### config.mk
export PLATFORM = sky130hd
export DESIGN_NAME = pin_sense_unit
export DESIGN_NICKNAME = d
export VERILOG_FILES = /design/src/rtl/psu_pkg.sv /design/src/rtl/psu_cfg_regs.sv /design/src/rtl/psu_edge_det.sv /design/src/rtl/psu_evt_pend.sv /design/src/rtl/pin_sense_unit.sv
export SDC_FILE = /design/constraint.sdc
export NUM_CORES = 1
export LEC_CHECK = 0
export BUFFER_PORTS_ARGS = -buffer_cell sky130_fd_sc_hd__clkbuf_2
export CELL_PAD_IN_SITES_DETAIL_PLACEMENT = 1
export CELL_PAD_IN_SITES_GLOBAL_PLACEMENT = 2
export CORE_UTILIZATION = 42
export CTS_CLUSTER_DIAMETER = 80
export CTS_CLUSTER_SIZE = 40
export DETAILED_ROUTE_END_ITERATION = 8
export MAX_ROUTING_LAYER = met4
export PLACE_DENSITY_LB_ADDON = 0.1
export SYNTH_ARGS = -nofsm -noshare
export SYNTH_HDL_FRONTEND = slang
export SYNTH_SLANG_ARGS = --single-unit
### constraint.sdc
create_clock -name clk -period 2.56 [get_ports clk]
set_input_delay 0.256 -clock clk [delete_from_list [all_inputs] [get_ports clk]]
set_output_delay 0.256 -clock clk [all_outputs]
set_load 0.03 [all_outputs]
### src/rtl/psu_pkg.sv
package psu_pkg;

   typedef enum logic [1:0] {
      SNS_BOTH = 2'd0,
      SNS_RISE = 2'd1,
      SNS_FALL = 2'd2,
      SNS_OFF  = 2'd3
   } sense_e;

   // Lowest bit of a pin's two-bit field inside its half-bank register.
   function automatic int unsigned fld_lsb(int unsigned pin, int unsigned per_reg);
      return (per_reg - 1 - (pin % per_reg)) * 2;
   endfunction

   // Register image with a 1 for every pin below first_ro (MSB-first order).
   function automatic logic [63:0] dir_wmask(int unsigned n, int unsigned first_ro);
      logic [63:0] m;
      m = '0;
      for (int unsigned p = 0; p < n; p++)
         if (p < first_ro) m[n-1-p] = 1'b1;
      return m;
   endfunction

endpackage

### src/rtl/psu_cfg_regs.sv
module psu_cfg_regs
   import psu_pkg::*;
#(
   parameter int unsigned DATA_W   = 32,
   parameter int unsigned ADDR_W   = 5,
   parameter int unsigned RO_FIRST = 28,
   parameter logic [ADDR_W-1:0] DIR_OFF  = 5'h00,
   parameter logic [ADDR_W-1:0] MASK_OFF = 5'h10,
   parameter logic [ADDR_W-1:0] SNSA_OFF = 5'h14,
   parameter logic [ADDR_W-1:0] SNSB_OFF = 5'h18
) (
   input  logic                clk,
   input  logic                rst_n,
   input  logic                wr_en,
   input  logic [ADDR_W-1:0]   addr,
   input  logic [DATA_W-1:0]   wdata,
   output logic [DATA_W-1:0]   dir_img,
   output logic [DATA_W-1:0]   mask_img,
   output logic [DATA_W-1:0]   snsa_img,
   output logic [DATA_W-1:0]   snsb_img,
   output logic [DATA_W-1:0]   mask_pin,
   output logic [2*DATA_W-1:0] sns_pin
);
   localparam int unsigned N_PINS  = DATA_W;
   localparam int unsigned PER_REG = DATA_W / 2;
   localparam logic [63:0] WM64    = dir_wmask(N_PINS, RO_FIRST);
   localparam logic [DATA_W-1:0] DIR_WM = WM64[DATA_W-1:0];

   always_ff @(posedge clk or negedge rst_n) begin
      if (!rst_n) begin
         mask_img <= '0;
         snsa_img <= '0;
         snsb_img <= '0;
      end else if (wr_en) begin
         if (addr == MASK_OFF) mask_img <= wdata;
         if (addr == SNSA_OFF) snsa_img <= wdata;
         if (addr == SNSB_OFF) snsb_img <= wdata;
      end
   end

   generate
      if (RO_FIRST < N_PINS) begin : g_ro_top
         always_ff @(posedge clk or negedge rst_n) begin
            if (!rst_n)                          dir_img <= '0;
            else if (wr_en && addr == DIR_OFF)   dir_img <= wdata & DIR_WM;
         end
      end else begin : g_all_rw
         always_ff @(posedge clk or negedge rst_n) begin
            if (!rst_n)                          dir_img <= '0;
            else if (wr_en && addr == DIR_OFF)   dir_img <= wdata;
         end
      end

      for (genvar p = 0; p < N_PINS; p++) begin : g_pin
         localparam int unsigned LSB = fld_lsb(p, PER_REG);
         assign mask_pin[p] = mask_img[N_PINS-1-p];
         if (p < PER_REG) begin : g_lo
            assign sns_pin[2*p +: 2] = snsa_img[LSB +: 2];
         end else begin : g_hi
            assign sns_pin[2*p +: 2] = snsb_img[LSB +: 2];
         end
      end
   endgenerate
endmodule

### src/rtl/psu_edge_det.sv
module psu_edge_det
   import psu_pkg::*;
#(
   parameter int unsigned N_PINS = 32
) (
   input  logic                clk,
   input  logic                rst_n,
   input  logic [N_PINS-1:0]   pins_in,
   input  logic [2*N_PINS-1:0] sns_pin,
   output logic [N_PINS-1:0]   hit
);
   logic [N_PINS-1:0] prev;
   logic              armed;

   // The first sampled level after reset only primes the history.
   always_ff @(posedge clk or negedge rst_n) begin
      if (!rst_n) begin
         prev  <= '0;
         armed <= 1'b0;
      end else begin
         prev  <= pins_in;
         armed <= 1'b1;
      end
   end

   generate
      for (genvar p = 0; p < N_PINS; p++) begin : g_pin
         logic   h;
         logic   up, dn;
         sense_e code;
         assign code = sense_e'(sns_pin[2*p +: 2]);
         assign up   = armed &  pins_in[p] & ~prev[p];
         assign dn   = armed & ~pins_in[p] &  prev[p];
         always_comb begin
            case (code)
               SNS_RISE: h = up;
               SNS_FALL: h = dn;
               SNS_BOTH: h = up | dn;
               default:  h = 1'b0;
            endcase
         end
         assign hit[p] = h;
      end
   endgenerate
endmodule

### src/rtl/psu_evt_pend.sv
module psu_evt_pend #(
   parameter int unsigned N_PINS = 32,
   parameter int unsigned IDX_W  = $clog2(N_PINS)
) (
   input  logic              clk,
   input  logic              rst_n,
   input  logic [N_PINS-1:0] hit,
   input  logic [N_PINS-1:0] clr_pin,
   input  logic [N_PINS-1:0] mask_pin,
   output logic [N_PINS-1:0] evt_pin,
   output logic              irq,
   output logic              pend_valid,
   output logic [IDX_W-1:0]  pend_idx
);
   logic [N_PINS-1:0] act;

   // A detection in the clearing cycle survives the clear.
   always_ff @(posedge clk or negedge rst_n) begin
      if (!rst_n) evt_pin <= '0;
      else        evt_pin <= (evt_pin & ~clr_pin) | hit;
   end

   assign act = evt_pin & mask_pin;
   assign irq = |act;

   always_comb begin
      pend_valid = 1'b0;
      pend_idx   = '0;
      for (int i = 0; i < N_PINS; i++) begin
         if (act[i]) begin
            pend_valid = 1'b1;
            pend_idx   = IDX_W'(i);
         end
      end
   end
endmodule

### src/rtl/pin_sense_unit.sv
module pin_sense_unit
   import psu_pkg::*;
#(
   parameter int unsigned DATA_W   = 32,
   parameter int unsigned ADDR_W   = 5,
   parameter int unsigned RO_FIRST = 28,
   parameter logic [ADDR_W-1:0] DIR_OFF  = 5'h00,
   parameter logic [ADDR_W-1:0] EVT_OFF  = 5'h0C,
   parameter logic [ADDR_W-1:0] MASK_OFF = 5'h10,
   parameter logic [ADDR_W-1:0] SNSA_OFF = 5'h14,
   parameter logic [ADDR_W-1:0] SNSB_OFF = 5'h18,
   parameter int unsigned IDX_W    = $clog2(DATA_W)
) (
   input  logic              clk,
   input  logic              rst_n,
   input  logic              bus_wr,
   input  logic [ADDR_W-1:0] bus_addr,
   input  logic [DATA_W-1:0] bus_wdata,
   output logic [DATA_W-1:0] bus_rdata,
   input  logic [DATA_W-1:0] pins_in,
   output logic              irq,
   output logic              pend_valid,
   output logic [IDX_W-1:0]  pend_idx
);
   localparam int unsigned N_PINS = DATA_W;

   generate
      if (DATA_W < 2 || DATA_W % 2 != 0) begin : g_bad_width
         $error("pin_sense_unit: DATA_W must be even and at least 2");
      end
      if (RO_FIRST > N_PINS) begin : g_bad_ro
         $error("pin_sense_unit: RO_FIRST exceeds the pin count");
      end
      if (DATA_W > 64) begin : g_bad_max
         $error("pin_sense_unit: DATA_W above 64 is not supported");
      end
   endgenerate

   logic [DATA_W-1:0]   dir_img, mask_img, snsa_img, snsb_img, evt_img;
   logic [N_PINS-1:0]   mask_pin, hit, clr_pin, evt_pin;
   logic [2*N_PINS-1:0] sns_pin;
   logic                evt_wr;

   assign evt_wr = bus_wr && (bus_addr == EVT_OFF);

   generate
      for (genvar p = 0; p < N_PINS; p++) begin : g_map
         assign clr_pin[p]           = evt_wr & bus_wdata[N_PINS-1-p];
         assign evt_img[N_PINS-1-p]  = evt_pin[p];
      end
   endgenerate

   psu_cfg_regs #(
      .DATA_W(DATA_W), .ADDR_W(ADDR_W), .RO_FIRST(RO_FIRST),
      .DIR_OFF(DIR_OFF), .MASK_OFF(MASK_OFF),
      .SNSA_OFF(SNSA_OFF), .SNSB_OFF(SNSB_OFF)
   ) u_cfg (
      .clk(clk), .rst_n(rst_n), .wr_en(bus_wr), .addr(bus_addr),
      .wdata(bus_wdata), .dir_img(dir_img), .mask_img(mask_img),
      .snsa_img(snsa_img), .snsb_img(snsb_img),
      .mask_pin(mask_pin), .sns_pin(sns_pin)
   );

   psu_edge_det #(.N_PINS(N_PINS)) u_edge (
      .clk(clk), .rst_n(rst_n), .pins_in(pins_in),
      .sns_pin(sns_pin), .hit(hit)
   );

   psu_evt_pend #(.N_PINS(N_PINS), .IDX_W(IDX_W)) u_evt (
      .clk(clk), .rst_n(rst_n), .hit(hit), .clr_pin(clr_pin),
      .mask_pin(mask_pin), .evt_pin(evt_pin), .irq(irq),
      .pend_valid(pend_valid), .pend_idx(pend_idx)
   );

   always_comb begin
      if      (bus_addr == DIR_OFF)  bus_rdata = dir_img;
      else if (bus_addr == EVT_OFF)  bus_rdata = evt_img;
      else if (bus_addr == MASK_OFF) bus_rdata = mask_img;
      else if (bus_addr == SNSA_OFF) bus_rdata = snsa_img;
      else if (bus_addr == SNSB_OFF) bus_rdata = snsb_img;
      else                           bus_rdata = '0;
   end
endmodule

==> results of run 1 <==
cell usage after synthesis (2+ instances only):
cell type,instances
and3_1,2
mux2_2,56
mux2_1,38
nand4_1,2
clkbuf_1,12
a21oi_1,3
mux2i_1,32
nand2_2,2
a2111oi_0,2
nand2b_1,32
and2_1,2
a32oi_1,2
inv_1,3
nor2_1,37
a221o_1,30
buf_2,19
a32o_1,4
dfrtp_1,189
a31oi_1,2
nand2_1,120
buf_6,3
o21ai_0,68
a22o_1,35
a22oi_1,11
a221oi_1,3
mux2_4,30
nand3_1,5
critical path: cells and delay by family, from the launching register on:
kind,cells,cell delay [ns]
buffers and inverters,1,0.19
flip-flops,1,0.44
AO/OA/AOI/OAI,5,1.18
cells in the final DEF (no fill, tap or decap), types with 2 or more instances in the layout:
cell | netlist | layout
o21ai_0 | 68 | 66
clkbuf_16 | 0 | 17
nand2_1 | 120 | 120
dlygate4sd3_1 | 0 | 33
a221o_1 | 30 | 30
mux2_1 | 38 | 38
and2_1 | 2 | 2
a22o_1 | 35 | 35
a221oi_1 | 3 | 2
inv_6 | 0 | 5
and3_1 | 2 | 2
mux2_2 | 56 | 56
nand3_1 | 5 | 4
nand2b_1 | 32 | 32
a22oi_1 | 11 | 11
a21oi_1 | 3 | 2
inv_1 | 3 | 3
buf_4 | 1 | 15
a32o_1 | 4 | 4
nor2_1 | 37 | 37
clkbuf_8 | 0 | 2
nand4_1 | 2 | 2
clkinv_4 | 0 | 4
mux2_4 | 30 | 30
a32oi_1 | 2 | 2
clkbuf_2 | 0 | 107
mux2i_1 | 32 | 32
nand2_2 | 2 | 2
buf_12 | 0 | 6
inv_8 | 0 | 3
dfrtp_1 | 189 | 189
sequential cells by signal (all words and copies together) (netlist names):
name and flops:
u_edge.armed 1, u_cfg.mask_img 32, u_edge.prev 32, u_evt.evt_pin 32
u_cfg.snsb_img 32, u_cfg.snsa_img 32, u_cfg.dir_img 28
per-stage QoR:
step                      power (mW)  TNS, ns  hold slack (ns)  instance area [sq um]
after floorplan                 4.67        0          -0.0396                   8890
after global placement          5.23   -0.136            0.354                   9840
after detailed placement        5.31  -0.0821            0.358                   9840
after CTS                       8.07        0           0.0801                  10800
after global routing            8.41  -0.0115           0.0886                  10800
final                           8.02        0           0.0912                  10800
power groups by stage:
stage | clock [mW] | sequential [mW] | combinational, mW
floorplan | 0 | 3.70 | 0.976
global placement | 0 | 3.80 | 1.43
detailed placement | 0 | 3.83 | 1.47
CTS | 2.73 | 3.78 | 1.55
global route | 2.85 | 3.85 | 1.71
finish | 2.68 | 3.79 | 1.55
layer usage:
layer,vias to the layer above,GRT usage,share of wire
li1,3051,-,-
met1,3531,0.349,0.45
met2,119,0.473,0.51
met3,22,0.0420,0.029
met4,0,0.0572,0.012
met5,-,-,0
cell families after synthesis:
kind of cell,count (synthesis)
other,1
muxes,156
DFF,189
AOI/OAI and AO/OA,165
and+or+nand+nor,208
buffers and inverters,38
path summary, 6_finish.rpt:
kind,startpoint,end,slack [ns]
max in group asynchronous,rst_n,u_evt.evt_pin[17],1.30
setup / recovery,u_evt.evt_pin[3],pend_idx[1],0.07
hold / removal,bus_wdata[5],u_cfg.snsb_img[5],0.09
min in group asynchronous,rst_n,u_cfg.dir_img[26],0.43
hold reg to reg,u_cfg.dir_img[23],u_cfg.dir_img[23],0.50
setup reg to reg,u_cfg.snsb_img[27],u_evt.evt_pin[18],0.94
repair_timing:
action,4_1_cts,5_1_grt
endpoints found under the setup margin,2,5
pin swaps,1,0
hold endpoints to repair,108,0
setup buffers,0,0
resized for setup,7,8
hold buffers,33,0
final cells by class:
type	instances	area [sq um]	area share
inverter	3	11.3	0.00104
multi-input combinational	530	4020	0.372
timing repair buffer	163	1120	0.103
clock buffer	18	439	0.0406
sequential	189	4730	0.438
tap	270	338	0.0313
clock inverter	14	148	0.0137
==> metrics.md, run 1 <==
| Metric | Value |
|---|---|
| Status | `completed` |
| Mux share of post-synthesis cell area | `0.206` |
| Xor/xnor cell area share of the yosys netlist | `0` |
| WHS Path Cells | `2` |
| Initial DRT Pass Iterations | `5` |
| Sw frac | `0.306` |
| P_int | `5.57 mW` |
| CP max FO | `4` |
| Peak VDD IR | `0.000375 V` |
| Clk pin slew, worst setup/hold paths | `0.08 ns` |
| Critical path class | `register to output pin` |
| Compound-Gate Fraction of Synth Area | `0.135` |
| Vias in the first global route | `7372` |
| Clk root buf | `clkbuf_16` |
| Post-synthesis instance total | `757` |
| Largest net degree at the start of global routing | `82` |
| Cell Count, Final, Fillers Out | `1187` |
| Syn nets | `829` |
| Worst Hold Class | `input pin to register` |
| Simple-Gate Fraction of Synth Area | `0.106` |
| Dpl hpwl | `18.5 mm` |
| Routed via count | `6723` |
| Per-cell routed wire length | `23.1 um` |
| Gr usage total | `0.277` |
| Synth Area per Inst | `11.8 sq um` |
| Post-synthesis adder-cell area fraction | `0` |
| Io pins | `111` |
| Seq/Total Area, Yosys | `0.532` |
| Pre-CTS WS | `-0.0821 ns` |
| Deepest clock path buffer count | `2` |
| Share of cells above drive strength 1 | `0.284` |
| Period utilisation layout | `0.974` |
| # clock sinks | `189` |
| Clk_skew | `0.0129 ns` |
| Number of library cell types mapped by synthesis | `40` |
| Nets@finish | `976` |
| Starting Density | `0.434` |
| Tmin final | `2.49 ns` |
| Sw power | `2.45 mW` |
| GP Congestion | `0.816` |
| TritonCTS Buffers | `17` |
| DR DRC count | `0` |
| Yosys reg bits | `189` |
| CTS H-tree depth | `4` |
| Yosys top cell by area | `dfrtp_1` |
| Setup violations, final | `0` |
| P_leak | `5.12 nW` |
| Iter 0 DRT Violations | `368` |
| DIE AREA | `0.0218 sq mm` |
| Die W | `148 um` |
| Initial antenna violation count | `0` |
| CTS tree | `yes` |
| Synth area leaders | `dfrtp_1 53%, mux2_2 7.1%, mux2_4 5.1%` |
| Power share of the sequential group | `0.472` |
| Die height | `148 um` |
| Port bufs | `110` |
| CP Cell Sequence | `a22o_1, a31oi_2, o21ai_1, a2111oi_4, o31ai_2, buf_4` |
| Core ar. | `0.0205 sq mm` |
| Power Density | `742 mW/mm^2` |
| Largest family of logic cells by synthesized area | `multiplexers` |
| Crit start category | `register` |
| Ant diodes | `0` |
| Avg Vias per Cell | `5.66` |
| Max incr delay on CP | `0.44 ns` |
| First-pass GRT wire length | `43.8 mm` |
| Fill count | `2177` |
| Cell area after synthesis | `0.00889 sq mm` |
| Total of max-cap violations | `0` |
| Crit-path slowest cell | `dfrtp_1` |
| Post-synth ARST share | `1.00` |
| Slew @ Worst Pin | `0.970 ns` |
| Post-layout util | `0.527` |
| Final Hold Fails | `0` |
| Fmax | `0.401 GHz` |
| P&R area growth vs syn | `21.5%` |
| Crit path DAT | `2.24 ns` |
| Final WS setup | `0.0673 ns` |
| Worst r2r path cells | `3` |
| Clock power share | `0.334` |
| Post-synth EDFFs | `0` |
| Routed WL | `27.4 mm` |
| Slew Viols, Final | `0` |
| Req. time, crit path | `2.30 ns` |
| Critical path capture point type | `output pin` |
| Antenna-violating nets left | `0` |
| Logic pwr share | `0.194` |
| Synth top area share | `0.532` |
| Clk Latency, worst-skew pair | `0.44 ns` |
| Placed cells | `1122` |
| Num rows | `52` |
| Top_reg_cell synth | `dfrtp_1` |
| Max_slew headroom | `0.346` |
| Yosys warning count | `0` |
| GRT overflow | `0` |
(Power assumes the default switching activity.)
==> inputs of run 2 (changes only) <==
--- a/config.mk
+++ b/config.mk
@@ -7,8 +7,8 @@
 export LEC_CHECK = 0
 export BUFFER_PORTS_ARGS = -buffer_cell sky130_fd_sc_hd__clkbuf_2
 export CELL_PAD_IN_SITES_DETAIL_PLACEMENT = 1
-export CELL_PAD_IN_SITES_GLOBAL_PLACEMENT = 2
-export CORE_UTILIZATION = 42
+export CELL_PAD_IN_SITES_GLOBAL_PLACEMENT = 1
+export CORE_UTILIZATION = 50
 export CTS_CLUSTER_DIAMETER = 80
 export CTS_CLUSTER_SIZE = 40
 export DETAILED_ROUTE_END_ITERATION = 8
==> run 2 against run 1 <==
Compared with the run above:
- utilization rose by 9.3 points
- cell area fell by 0.42%
- fmax fell by 1.5%
- non-clock buffer count fell by 2
- total power barely moved
- worst hold slack improved by 0.0017 ns
- combinational power rose by 3%
- sequential share of layout area rose by 0.18 points
- setup slack got worse by 0.037 ns
- count of clock-buffer cells in the layout rose by 2
- sequential cell count did not move
- critical path type unchanged
- largest cell class unchanged
==> metrics.md, run 2 (synthesis gave the netlist of run 1 again) <==
| Metric | Value |
|---|---|
| Crit-path slowest cell | `dfrtp_1` |
| Core ar. | `0.0174 sq mm (-15%)` |
| Req. time, crit path | `2.30 ns (about the same)` |
| Nets@finish | `974 (-0.20%)` |
| Initial DRT Pass Iterations | `5 (unchanged)` |
| Num rows | `48 (-7.7%)` |
| First-pass GRT wire length | `44.4 mm (+1.4%)` |
| P&R area growth vs syn | `21.0%` |
| DR DRC count | `0 (unchanged)` |
| Power Density | `745 mW/mm^2 (+0.36%)` |
| Iter 0 DRT Violations | `454 (+23%)` |
| Die height | `135 um (-8.2%)` |
| Vias in the first global route | `7784 (+5.6%)` |
| CTS tree | `yes` |
| Met1 GRT Util | `0.406 (+0.0568)` |
| Period utilisation layout | `0.988 (+0.0145)` |
| Worst r2r src | `u_cfg.snsb_img[27]` |
| Final Hold Fails | `0 (unchanged)` |
| Port bufs | `110 (unchanged)` |
| Worst path top cell family by delay | `compound AO/OA/AOI/OAI gates` |
| Antenna-violating nets left | `0 (unchanged)` |
| Io pins | `111 (unchanged)` |
| Commonest non-fill, non-tap cell in the layout | `dfrtp_1` |
| Routed WL | `28.0 mm (+2.4%)` |
| WP buf/inv | `1 (unchanged)` |
| GP Congestion | `0.827 (+1.2%)` |
| Register area | `0.00473 sq mm (unchanged)` |
| Worst Hold Class | `input pin to register` |
| CP max FO | `4 (unchanged)` |
| Clk_skew | `0.00664 ns (-0.00624 ns)` |
| Starting Density | `0.512 (+0.0785)` |
| Fill count | `1800 (-17%)` |
| Ant diodes | `0 (unchanged)` |
| Hold Path End | `u_cfg.snsa_img[2]` |
| P_leak | `5.10 nW (-0.32%)` |
| GRT overflow | `0 (unchanged)` |
| Tmin final | `2.53 ns (+0.0371 ns)` |
| Total of max-cap violations | `0 (unchanged)` |
| Fmax | `0.395 GHz (-1.5%)` |
| Slew Viols, Final | `0 (unchanged)` |
| Most frequent cells in the layout | `189 x dfrtp_1, 119 x nand2_1, 108 x clkbuf_2, 66 x o21ai_0, 56 x mux2_2` |
| Grt met3 use | `0.0584 (+0.0164)` |
| Per-cell routed wire length | `24.6 um (+6.6%)` |
| Peak VDD IR | `0.000512 V (+37%)` |
| # clock sinks | `189 (unchanged)` |
| Crit start category | `register` |
| Critical path class | `register to output pin` |
| Clk pin slew, worst setup/hold paths | `0.07 ns (about the same)` |
| Max_slew headroom | `0.389 (+0.0430)` |
| Avg Vias per Cell | `6.15 (+8.6%)` |
| WHS Path Cells | `2 (unchanged)` |
| DIE AREA | `0.0183 sq mm (-16%)` |
| Status | `completed` |
| Clk root buf | `clkbuf_16` |
| Max incr delay on CP | `0.42 ns (-0.02 ns)` |
| Hold Slack | `0.0929 ns (+0.00174 ns)` |
| Met2 Track Usage GR | `0.564 (+0.0910)` |
| Share of cells above drive strength 1 | `0.284 (+0.000620)` |
| Clk Latency, worst-skew pair | `0.44 ns (about the same)` |
| Reg2Reg Setup Slack | `0.99 ns (+0.05 ns)` |
| R2R Path End | `u_evt.evt_pin[18]` |
| RSZ-0062 raised after global routing | `false` |
| Post-layout util | `0.620 (+0.0927)` |
| Worst r2r path cells | `3 (unchanged)` |
| CTS H-tree depth | `4 (unchanged)` |
| Dpl hpwl | `18.6 mm (+0.69%)` |
| Largest net degree at the start of global routing | `74 (-9.8%)` |
| TritonCTS Buffers | `17 (unchanged)` |
| Routed via count | `7015 (+4.3%)` |
| Stages on worst setup path | `6 (unchanged)` |
| Initial antenna violation count | `0 (unchanged)` |
| Top Usage Layer GRT | `met2` |
| Post-CTS setup buffers | `0 (unchanged)` |
| Die W | `135 um (-8.2%)` |
| Area taken by multi-input logic gates | `0.00404 sq mm (+0.47%)` |
| Slew @ Worst Pin | `0.907 ns (-0.0638 ns)` |
| Deepest clock path buffer count | `2 (unchanged)` |
| Critical path capture point type | `output pin` |
| Setup violations, final | `0 (unchanged)` |
| Hold path start | `bus_wdata[2]` |
| CP Cell Sequence | `a22oi_2, o21ai_0, a222oi_1, nor2_1, o31ai_2, buf_4` |
| Gr usage total | `0.338 (+0.0612)` |
| Crit path DAT | `2.27 ns (+0.03 ns)` |
run 2: cell count changes in the layout (fill, tap and decap cells not counted), moves of 2 or more:
| cell | delta |
|---|---|
| inv_8 | -3 |
| a22oi_2 | +2 |
| clkinvlp_4 | +5 |
| inv_6 | -3 |
| a22oi_1 | -2 |
| buf_12 | +2 |
| clkinv_4 | -2 |
| buf_4 | -4 |
run 2: routing by layer:
layer	routed length, um	vias to the layer above
met5	0	-
met4	918	0
met2	14300	200
met3	1370	63
met1	11400	3703
li1	-	3049
run 2: where the power goes:
group          internal [mW]  switching (mW)  total (mW)
Combinational          0.758           0.840        1.60
Clock                   1.40            1.21        2.61
Sequential              3.42           0.390        3.81
run 2: area by class of cell:
cell class                      instances  area share
Multi-Input combinational cell        530       0.376
Clock inverter                         12      0.0105
Clock buffer                           20      0.0424
Inverter                                3     0.00105
Tap cell                              225      0.0262
Timing Repair Buffer                  161       0.105
Sequential cell                       189       0.440
run 2: what timing repair did:
action	CTS	global route
endpoints found under the hold margin	102	0
resized for setup	10	8
setup endpoints to repair	2	6
hold buffers	33	0
pin swaps	1	2
run 2: worst register-to-register path, cell delays in order, from the launching register on:
cell,delay (ns)
dfrtp_1,0.40
nand2b_1,0.15
o21ai_0,0.71
a22o_1,0.26
run 2: worst max-delay path by stage:
stage                  startpoint     endpoint  slack [ns]
2_1_floorplan   u_cfg.mask_img[9]  pend_idx[3]        0.36
3_3_place_gp     u_evt.evt_pin[3]  pend_idx[1]       -0.07
3_5_place_dp     u_evt.evt_pin[3]  pend_idx[1]       -0.09
4_1_cts         u_evt.evt_pin[20]  pend_idx[1]        0.01
5_1_grt          u_evt.evt_pin[3]  pend_idx[1]       0.005
6_report       u_cfg.mask_img[15]  pend_idx[1]        0.03
run 2: metrics by stage:
step | instance area (sq um) | setup slack (ns) | setup TNS (ns) | power (mW) | cells
final | 10800 | 0.0301 | 0 | 8.02 | 1140
after global routing | 10800 | 0.00534 | 0 | 8.32 | 1140
after CTS | 10700 | 0.0102 | 0 | 8.00 | 1140
after detailed placement | 9790 | -0.0915 | -0.0915 | 5.31 | 1075
after global placement | 9790 | -0.0743 | -0.0743 | 5.20 | 1075
after floorplan | 8890 | 0.364 | 0 | 4.67 | 757
